## src/rtl/beat_splitter.sv

```systemverilog
module beat_splitter #(
  parameter int ADDR_W    = 32,
  parameter int LEN_W     = 16,
  parameter int BUS_BYTES = 8
) (
  input  logic              clk,
  input  logic              rst_n,
  input  logic              start,
  input  logic [ADDR_W-1:0] start_addr,
  input  logic [LEN_W-1:0]  byte_count,
  input  logic              beat_ready,
  output logic              beat_valid,
  output logic [ADDR_W-1:0] beat_addr,
  output logic [1:0]        beat_size,
  output logic              burst_ok,
  output logic              done
);
  localparam int MAXS = $clog2(BUS_BYTES);

  logic [ADDR_W-1:0] addr_q;
  logic [LEN_W-1:0]  rem_q;
  logic              done_q;
  logic [1:0]        sz;
  logic [LEN_W-1:0]  step;
  logic              fire;

  always_comb begin
    sz = 2'd0;
    for (int s = 1; s <= MAXS; s++)
      if (((addr_q & ADDR_W'((1 << s) - 1)) == '0) &&
          ({1'b0, rem_q} >= (LEN_W+1)'(1 << s)))
        sz = 2'(s);
  end

  assign step       = LEN_W'(1) << sz;
  assign beat_valid = rem_q != '0;
  assign beat_addr  = addr_q;
  assign beat_size  = sz;
  assign fire       = beat_valid && beat_ready;
  assign done       = done_q;
  assign burst_ok   = beat_valid &&
                      ((addr_q & ADDR_W'(BUS_BYTES - 1)) == '0) &&
                      ({1'b0, rem_q} >= (LEN_W+1)'(4 * BUS_BYTES));

  always_ff @(posedge clk) begin
    if (!rst_n) begin
      addr_q <= '0;
      rem_q  <= '0;
      done_q <= 1'b0;
    end else begin
      done_q <= 1'b0;
      if (fire) begin
        addr_q <= addr_q + ADDR_W'(step);
        rem_q  <= rem_q - step;
        if (rem_q == step) done_q <= 1'b1;
      end else if (start && !beat_valid) begin
        addr_q <= start_addr;
        rem_q  <= byte_count;
        done_q <= byte_count == '0;
      end
    end
  end
endmodule

```

## config.mk

```make
export PLATFORM = sky130hd
export DESIGN_NAME = beat_splitter
export DESIGN_NICKNAME = d
export VERILOG_FILES = /design/src/rtl/beat_splitter.sv
export SDC_FILE = /design/constraint.sdc
export NUM_CORES = 1
export LEC_CHECK = 0
export CORE_MARGIN = 5
export CORE_UTILIZATION = 52
export CTS_CLUSTER_DIAMETER = 200
export DETAILED_ROUTE_END_ITERATION = 8
export PLACE_DENSITY = 0.86
export SLEW_MARGIN = 25
export SYNTH_ARGS = -nofsm -noshare
export SYNTH_HDL_FRONTEND = slang
export SYNTH_SLANG_ARGS = --single-unit
export TNS_END_PERCENT = 5
```

## constraint.sdc

```tcl
create_clock -name clk -period 6.26 [get_ports clk]
set_clock_uncertainty 0.15 [all_clocks]
set_input_delay 1.878 -clock clk [delete_from_list [all_inputs] [get_ports clk]]
set_output_delay 1.878 -clock clk [all_outputs]
set_load 0.01 [all_outputs]
```

---- Word-level counts from Yosys, hierarchy flattened ----
Cells that the tools add are included.
operators by class
  $add $sub $neg .......................... 2
  order comparisons ....................... 4
  eq/ne operators ......................... 1
  shift-type cells ........................ 1
  muxes and demuxes ....................... 10
  reduce and logical (&&, ||, !) cells .... 14
operators by type and width
  kind                                                   number
  logical NOT 32 bit                                     3
  two-way mux 32 bit                                     2
  adder 32 x 16 -> 32 bit                                1
  two-way mux 16 bit                                     2
  == test 16 bit                                         1
  >= comparator 16 x 2 -> 1 bit (second input constant)  1
  >= comparator 16 x 3 -> 1 bit (second input constant)  1
  >= comparator 16 x 4 -> 1 bit (second input constant)  1
  >= comparator 16 x 6 -> 1 bit (second input constant)  1
  logical NOT 16 bit                                     1
  nonzero test 16 bit                                    1
  left shift 1 x 2 -> 16 bit (first input constant)      1
  subtractor 16 bit                                      1
  logical AND 1 bit                                      7
  two-way mux 1 bit                                      4
  two-way mux 2 bit                                      2
  nonzero test 2 bit                                     1
  logical NOT 1 bit                                      1
word-level totals
  register bits ........................... 49
  input bits .............................. 52
  output and inout bits ................... 37
  word-level logic and storage cells ...... 35

---- Logic depth before layout (Yosys ltp) ----
Gate-level depths: netlist (run 1).
  word-level depth ........................ 9
  mapped depth ............................ 14
  gate-level depth less buffers ........... 13

---- Least setup slack after synthesis (run 1) ----
Ideal clock, no wire load.
  kind .................................... reg2out
  from .................................... register rem_q[10]
  to ...................................... output beat_size[0]
  arrival ................................. 1.863 ns
  required time ........................... 4.232 ns
  setup slack ............................. 2.369 ns
  stages on the path, launching flop included .. 7
  buffers on the path ..................... 0
  cell sequence ........................... dfxtp_1 > nor4_2 > nand3_1 > or3_1 > mux2i_1 > or2_2 > nand2_1
on the way
  cells in the longest elaborated chain, start to end .. 5
  elaborated cells on any way between the ends .. 9
  those cells by class .................... order compare: 3; mux: 3; reduce/logical: 3
ends and longest elaborated chain
  element                        line  text
  start, declared                21    logic [LEN_W-1:0] rem_q;
  start signal, assigned         54    rem_q <= rem_q - step;
  start signal, assigned         58    rem_q <= byte_count;
  >= comparator 16 x 2 -> 1 bit  31    ({1'b0, rem_q} >= (LEN_W+1)'(1 << s)))
  logical AND 1 bit              30    if (((addr_q & ADDR_W'((1 << s) - 1)) == '0) &&
  two-way mux 1 bit              30
  two-way mux 2 bit              30
  two-way mux 2 bit *            30
  end, declared                  14    output logic [1:0] beat_size,
Every way passes the cells marked *; elsewhere a longest branch is shown, timed or not.

---- Final worst setup path (run 1) ----
  from .................................... register rem_q[6]
  to ...................................... output beat_size[0]
The elaborated chain is that of the path after synthesis.

==> impl_metrics.toml, run 1 <==
[outcome]
outcome = "completed"

[synthesis]
syn_nets = 445
synth_largest_area_cell = "sky130_fd_sc_hd__dfxtp_1"
netlist-cell-type-count = 70
ys.flop_type = "sky130_fd_sc_hd__dfxtp_1"
yosys.area.top_type_share_pct = 31.40
yosys-top-cells-area = "sky130_fd_sc_hd__dfxtp_1 31%, sky130_fd_sc_hd__nand2_1 5.9%, sky130_fd_sc_hd__a21oi_1 3.8%"
synth_warn = 0
fraction_of_registers_with_async_set_or_reset_after_synthesis_pct = 0
synth-seq-cells = 49
ys_seq_area_share_pct = 31.40
mean_area_per_synthesized_cell_sq_um = 8.157
synth-edff-count = 0
netlist_instances = 383
synth.cell_area_sq_um = 3124

[power_and_ir_drop]
power_leakage_nw = 1.404
netSwitchingPower_mw = 0.7788
p_int_mw = 0.9443
combPwrFrac_pct = 60.3
power_frac_seq_pct = 28.9
switching_fraction_pct = 45.20
peakVddDrop_mv = 0.3037
total_power_density_per_cell_area_nw_per_um2 = 421.8
power.share.clock_pct = 10.7

[floorplanning]
std_cell_rows = 28
dieArea_sq_um = 7658
chipWidth_um = 87.51
die_h_um = 87.51
initial_core_util_pct = 53.08
core_box_area_sq_um = 5886
pin_count = 89

[grt]
grt_antenna_before_repair = 0
grt_pass1_wl_mm = 15.94
grt_overflow = 0
total_routing_resource_utilization_after_global_routing_pct = 25.59
grt_pass1_vias = 3413
grt_start_max_net_pins = 50

[clocking]
post_cts_buffers = 0
clock-sinks = 49
postcts_resize_cnt = 0
tritoncts = "yes"
worst_skew_pair.late_latency_ns = 0.30
cts_htree_levels = 2
clock_path_buffers = 2
cts-root-buf = "sky130_fd_sc_hd__clkbuf_8"
clock_buffers_created_by_tritoncts = 5
cts.hold.buffers_added = 0
clk_pin_slew_ns = 0.09

[worst_setup_path]
critPathSlowestCell = "sky130_fd_sc_hd__clkdlybuf4s50_1"
critical_path_peak_fanout = 6
required_ns = 4.23
data_arrival_critical_path_ns = 2.90
crit_chain = "nor4_4 > nand3_1 > or3_1 > mux2i_1 > or2_2 > nand2_1 > clkdlybuf4s50_1"
timing_worst_setup_path_type = "flop to output port"
critical_path.startpoint_type = "flop"
worst_path_largest_cell_delay_ns = 0.54
worstSetupEndpointType = "output port"

[sta]
finalCritPeriodShare_pct = 78.74
finalHoldWorstSlack_ns = 0.3812
hold_viol = 0
post-route-min-period_ns = 4.929
final-setup-viol-count = 0
relSlewSlack_pct = 36.50
pin_slew_with_the_least_headroom_to_its_limit_ns = 0.9489
fmax_mhz = 202.9
setup_tns_ns = 0
final-max-slew-violation-count = 0
grt_setup_unrepaired = "no"

[placement]
dpl.cell_count = 530
gp_routability_congestion = 0.8690
number_of_buffers_added_on_ports = 88
place_hpwl_mm = 7.000

[detailed_routing]
via_per_instance_ratio = 6.414
routed_wire_length_per_instance_um = 18.01
firstDrtPassIters = 6
ant_nets = 0
route.detailed.drc = 0
vias = 3451
dr.first_iter.drc_count = 263
drt-total-wl_mm = 9.689

[final_layout]
final.fill_count = 496
stdcell_count = 538
drive_gt1_share_pct = 6.263
nets = 524
flow.area_growth_from_synthesis_pct = 30.76
num_antenna_cells = 0
final_core_utilization_pct = 69.41

[hold_path]
hold_class = "flop to flop"

[flow_run]
maxCapViolCount = 0
==> sequential cells by signal (all words and copies together), names as in the netlist <==
signal,count
beat_addr,32
rem_q,16
done,1
==> worst max-delay path: cells and delay by family (launching register included) <==
family,cells,cell delay (ns)
buffers and inverters,1,0.54
flip-flops,1,0.36
multiplexers,1,0.14
AND/OR/NAND/NOR,5,1.56
==> cell usage after synthesis, drive strengths merged, types with 7 or more instances <==
cell    number
nand4        7
o21ai       20
inv         18
nor2        25
and3         9
nor3         9
a21oi       25
clkbuf       9
or3          9
a31oi       18
ha           8
a211oi       8
nand3       14
buf         11
nor4        11
dfxtp       49
nand2       49
o211ai       9
==> metrics by stage <==
step	total power, mW	setup slack, ns	area (sq um)
2_1_floorplan	1.175	2.369	3124
3_3_place_gp	1.481	1.768	3996
3_5_place_dp	1.514	1.700	3996
4_1_cts	1.700	1.355	4079
5_1_grt	1.841	1.178	4085
6_report	1.723	1.331	4085
==> kinds of logic after synthesis <==
group | synth area share [%]
fa+ha+maj | 4.486
xor+xnor | 2.523
flops | 31.40
buf+inv | 6.407
compound gates | 27.39
mux | 1.041
simple gates | 26.75
==> final timing paths <==
kind	slack, ns	cells after the start	endpoint	startpoint
setup / recovery	1.33	7	beat_size[0]	rem_q[6]$_SDFFE_PN0P_
hold / removal	0.38	2	beat_addr[17]$_SDFFE_PN0P_	beat_addr[17]$_SDFFE_PN0P_
setup reg to reg	2.00	12	beat_addr[24]$_SDFFE_PN0P_	rem_q[6]$_SDFFE_PN0P_
hold reg to reg	0.38	2	beat_addr[17]$_SDFFE_PN0P_	beat_addr[17]$_SDFFE_PN0P_
==> routing by layer <==
metal	part of all wire, %	vias to the layer above	GRT usage [%]
li1	-	1612	-
met1	41	1643	33.70
met2	49	169	42.60
met3	7.1	27	4.257
met4	2.6	0	8.368
met5	0	-	0
==> power groups by stage <==
stage | combinational, mW | sequential (mW) | clock (mW)
after floorplan | 0.678 | 0.497 | 0
after global placement | 0.985 | 0.496 | 0
after detailed placement | 1.01 | 0.500 | 0
after CTS | 1.02 | 0.493 | 0.185
after global routing | 1.13 | 0.512 | 0.198
final | 1.04 | 0.499 | 0.185
==> placed cells by master, fill, tap and decap left out, types with 5 or more instances in the layout <==
| cell | instances |
|---|---|
| sky130_fd_sc_hd__a211oi_1 | 7 |
| sky130_fd_sc_hd__a21oi_1 | 24 |
| sky130_fd_sc_hd__a311oi_1 | 6 |
| sky130_fd_sc_hd__a31oi_1 | 18 |
| sky130_fd_sc_hd__and3_1 | 8 |
| sky130_fd_sc_hd__clkbuf_8 | 5 |
| sky130_fd_sc_hd__clkdlybuf4s50_1 | 88 |
| sky130_fd_sc_hd__dfxtp_1 | 49 |
| sky130_fd_sc_hd__ha_1 | 8 |
| sky130_fd_sc_hd__inv_1 | 18 |
| sky130_fd_sc_hd__nand2_1 | 49 |
| sky130_fd_sc_hd__nand3_1 | 13 |
| sky130_fd_sc_hd__nand4_1 | 6 |
| sky130_fd_sc_hd__nor2_1 | 25 |
| sky130_fd_sc_hd__nor3_1 | 8 |
| sky130_fd_sc_hd__nor4_1 | 6 |
| sky130_fd_sc_hd__o211ai_1 | 9 |
| sky130_fd_sc_hd__o21ai_0 | 18 |
| sky130_fd_sc_hd__or3_1 | 9 |
| sky130_fd_sc_hd__xor2_1 | 6 |
==> final cells by class <==
class | count | area [sq um] | share of cell area (%)
well taps | 75 | 93.84 | 2.297
clock buffers | 6 | 72.57 | 1.776
repair buffers | 92 | 910.9 | 22.30
flip-flops and latches | 49 | 980.9 | 24.01
inverters | 18 | 67.56 | 1.654
multi-input cells | 296 | 1949 | 47.72
clock inverters | 2 | 10.01 | 0.2450
(Power assumes the default switching activity.)
==> inputs of run 2 (changes only) <==
--- a/config.mk
+++ b/config.mk
@@ -6,10 +6,10 @@
 export NUM_CORES = 1
 export LEC_CHECK = 0
 export CORE_MARGIN = 5
-export CORE_UTILIZATION = 52
+export CORE_UTILIZATION = 44
 export CTS_CLUSTER_DIAMETER = 200
 export DETAILED_ROUTE_END_ITERATION = 8
-export PLACE_DENSITY = 0.86
+export PLACE_DENSITY = 0.78
 export SLEW_MARGIN = 25
 export SYNTH_ARGS = -nofsm -noshare
 export SYNTH_HDL_FRONTEND = slang
==> constraint.sdc (replaced) <==
create_clock -name clk -period 4.2 [get_ports clk]
set_clock_uncertainty 0.15 [all_clocks]
set_input_delay 1.26 -clock clk [delete_from_list [all_inputs] [get_ports clk]]
set_output_delay 1.26 -clock clk [all_outputs]
set_load 0.01 [all_outputs]
==> run 2 against run 1 <==
Clock-buffer cell count did not move. Hold slack worse by 0.011 ns. Sequential share of layout area down 0.56 points. Global-route usage fell by 3.0 points. Die area up 16%. First-iteration DRC count fell by 6.8%. Power increased by 53%. Worst setup slack got worse by 1.2 ns. Highest routed layer unchanged.
==> impl_metrics.toml, run 2 (same netlist as run 1, synthesis figures left out) <==
[outcome]
outcome = "completed"

[floorplanning]
core_box_area_sq_um = 6869
pin_count = 89
die_h_um = 94.27
dieArea_sq_um = 8886
chipWidth_um = 94.27
std_cell_rows = 30
initial_core_util_pct = 45.48

[placement]
place_hpwl_mm = 7.276
placed_area_sq_um = 4076
pre_cts_ws_ns = 0.2832
number_of_buffers_added_on_ports = 88
gp_routability_congestion = 0.8574

[power_and_ir_drop]
total_power_mw = 2.630
power_frac_seq_pct = 28.5
total_power_density_per_cell_area_nw_per_um2 = 628.9
switching_fraction_pct = 44.75
power.share.clock_pct = 10.8
combPwrFrac_pct = 60.7
netSwitchingPower_mw = 1.177
peakVddDrop_mv = 0.2694
power_leakage_nw = 1.449
p_int_mw = 1.453

[sta]
finalCritPeriodShare_pct = 96.37
setup_ws_ns = 0.1523
final-setup-viol-count = 0
relSlewSlack_pct = 45.91
post-route-min-period_ns = 4.048
hold_viol = 0
final-max-slew-violation-count = 0
pin_slew_with_the_least_headroom_to_its_limit_ns = 0.8094
fmax_mhz = 247.1

[detailed_routing]
dr.first_iter.drc_count = 245
drt-total-wl_mm = 9.871
via_per_instance_ratio = 6.046
routed_wire_length_per_instance_um = 17.41
firstDrtPassIters = 5
vias = 3428
ant_nets = 0
route.detailed.drc = 0

[clocking]
cts.hold.buffers_added = 0
cts-root-buf = "sky130_fd_sc_hd__clkbuf_8"
clock_path_buffers = 2
worst_skew_pair.late_latency_ns = 0.32
clock-sinks = 49
clk_pin_slew_ns = 0.09
clock_buffers_created_by_tritoncts = 5
cts_htree_levels = 2
tritoncts = "yes"

[grt]
grt_antenna_before_repair = 0
grt_pass1_wl_mm = 16.20
grt_pass1_vias = 3343
grt_start_max_net_pins = 24
total_routing_resource_utilization_after_global_routing_pct = 22.57
grt_overflow = 0

[final_layout]
drive_gt1_share_pct = 8.068
post-route-cell-area_sq_um = 4183
nets = 532
flow.area_growth_from_synthesis_pct = 33.88
largest_register_ff_count = 32
final.fill_count = 600
num_antenna_cells = 0
layout_common_cells = "88 x sky130_fd_sc_hd__clkdlybuf4s50_1, 49 x sky130_fd_sc_hd__nand2_1, 49 x sky130_fd_sc_hd__dfxtp_1"
multi_input_area_sq_um = 1961
layout_commonest_cell = "sky130_fd_sc_hd__clkdlybuf4s50_1"
layout.area.seq_sq_um = 980.9
final_core_utilization_pct = 60.89

[hold_path]
hold_class = "flop to flop"

[worst_setup_path]
largest_delay_share_family_worst_path = "simple AND/OR/NAND/NOR gates"
required_ns = 2.79
critical_path.startpoint_type = "flop"
crit_chain = "nor4_4 > nand3_1 > or3_4 > mux2i_1 > or2_4 > nand2_1 > clkdlybuf4s50_1"
data_arrival_critical_path_ns = 2.64
critPathSlowestCell = "sky130_fd_sc_hd__clkdlybuf4s50_1"
cp.buffers_inverters = 1
critical_path_peak_fanout = 5
worstSetupEndpointType = "output port"
worst_path_largest_cell_delay_ns = 0.54
timing_worst_setup_path_type = "flop to output port"

[flow_run]
maxCapViolCount = 0
## run 2: worst paths after layout
kind	depth (start not counted)	to	startpoint	slack, ns
worst max-delay path	7	beat_size[0]	rem_q[9]$_SDFFE_PN0P_	0.15
worst min-delay path	2	beat_addr[3]$_SDFFE_PN0P_	beat_addr[3]$_SDFFE_PN0P_	0.37
worst max register to register	12	rem_q[10]$_SDFFE_PN0P_	rem_q[9]$_SDFFE_PN0P_	0.29
worst min register to register	2	beat_addr[3]$_SDFFE_PN0P_	beat_addr[3]$_SDFFE_PN0P_	0.37
## run 2: area by class of cell
| type | count | share of cell area (%) |
|---|---|---|
| Sequential cell | 49 | 23.45 |
| Clock buffer | 6 | 1.735 |
| Clock inverter | 2 | 0.2393 |
| Multi-Input combinational cell | 296 | 46.87 |
| Inverter | 18 | 1.615 |
| Timing Repair Buffer | 100 | 23.21 |
| Tap cell | 96 | 2.872 |
## run 2: worst reg2reg max path, cell delays in order (launching register included)
cell and delay, ns:
sky130_fd_sc_hd__dfxtp_1 0.36, sky130_fd_sc_hd__nor4_4 0.39, sky130_fd_sc_hd__nand3_1 0.16, sky130_fd_sc_hd__or3_4 0.38, sky130_fd_sc_hd__o21bai_1 0.19, sky130_fd_sc_hd__ha_1 0.20, sky130_fd_sc_hd__inv_1 0.06, sky130_fd_sc_hd__fa_1 0.42
sky130_fd_sc_hd__a21o_1 0.19, sky130_fd_sc_hd__a2111o_1 0.46, sky130_fd_sc_hd__a211oi_4 0.40, sky130_fd_sc_hd__a221oi_1 0.14, sky130_fd_sc_hd__a311oi_1 0.32
## run 2: stage by stage
stage          setup TNS (ns)  hold WS (ns)  cells
2_1_floorplan               0        0.3422    383
3_3_place_gp                0        0.3492    558
5_1_grt              -0.07064        0.4041    567
6_report                    0        0.3707    567
3_5_place_dp                0        0.3555    558
4_1_cts                     0        0.3684    566
## run 2: power groups by stage
stage | clock [mW] | sequential, mW | combinational, mW
floorplan | 0 | 0.741 | 1.01
global placement | 0 | 0.742 | 1.51
detailed placement | 0 | 0.748 | 1.55
CTS | 0.284 | 0.739 | 1.57
global route | 0.300 | 0.768 | 1.78
finish | 0.284 | 0.750 | 1.60
## run 2: what timing repair did
action,CTS,global route
gates resized for setup,0,3
setup buffers,0,1
endpoints found under the setup margin,0,10
hold endpoints to repair,0,0
## run 2: layer usage
layer  routed length [um]  global-route usage [%]  part of all wire (%)  up-vias
met5                    0                       0                     0        -
met4                  189                   7.100                   1.9        0
met3                  731                   4.647                   7.4       23
met2                 4802                   36.29                    49      135
met1                 4147                   30.17                    42     1642
li1                     -                       -                     -     1628
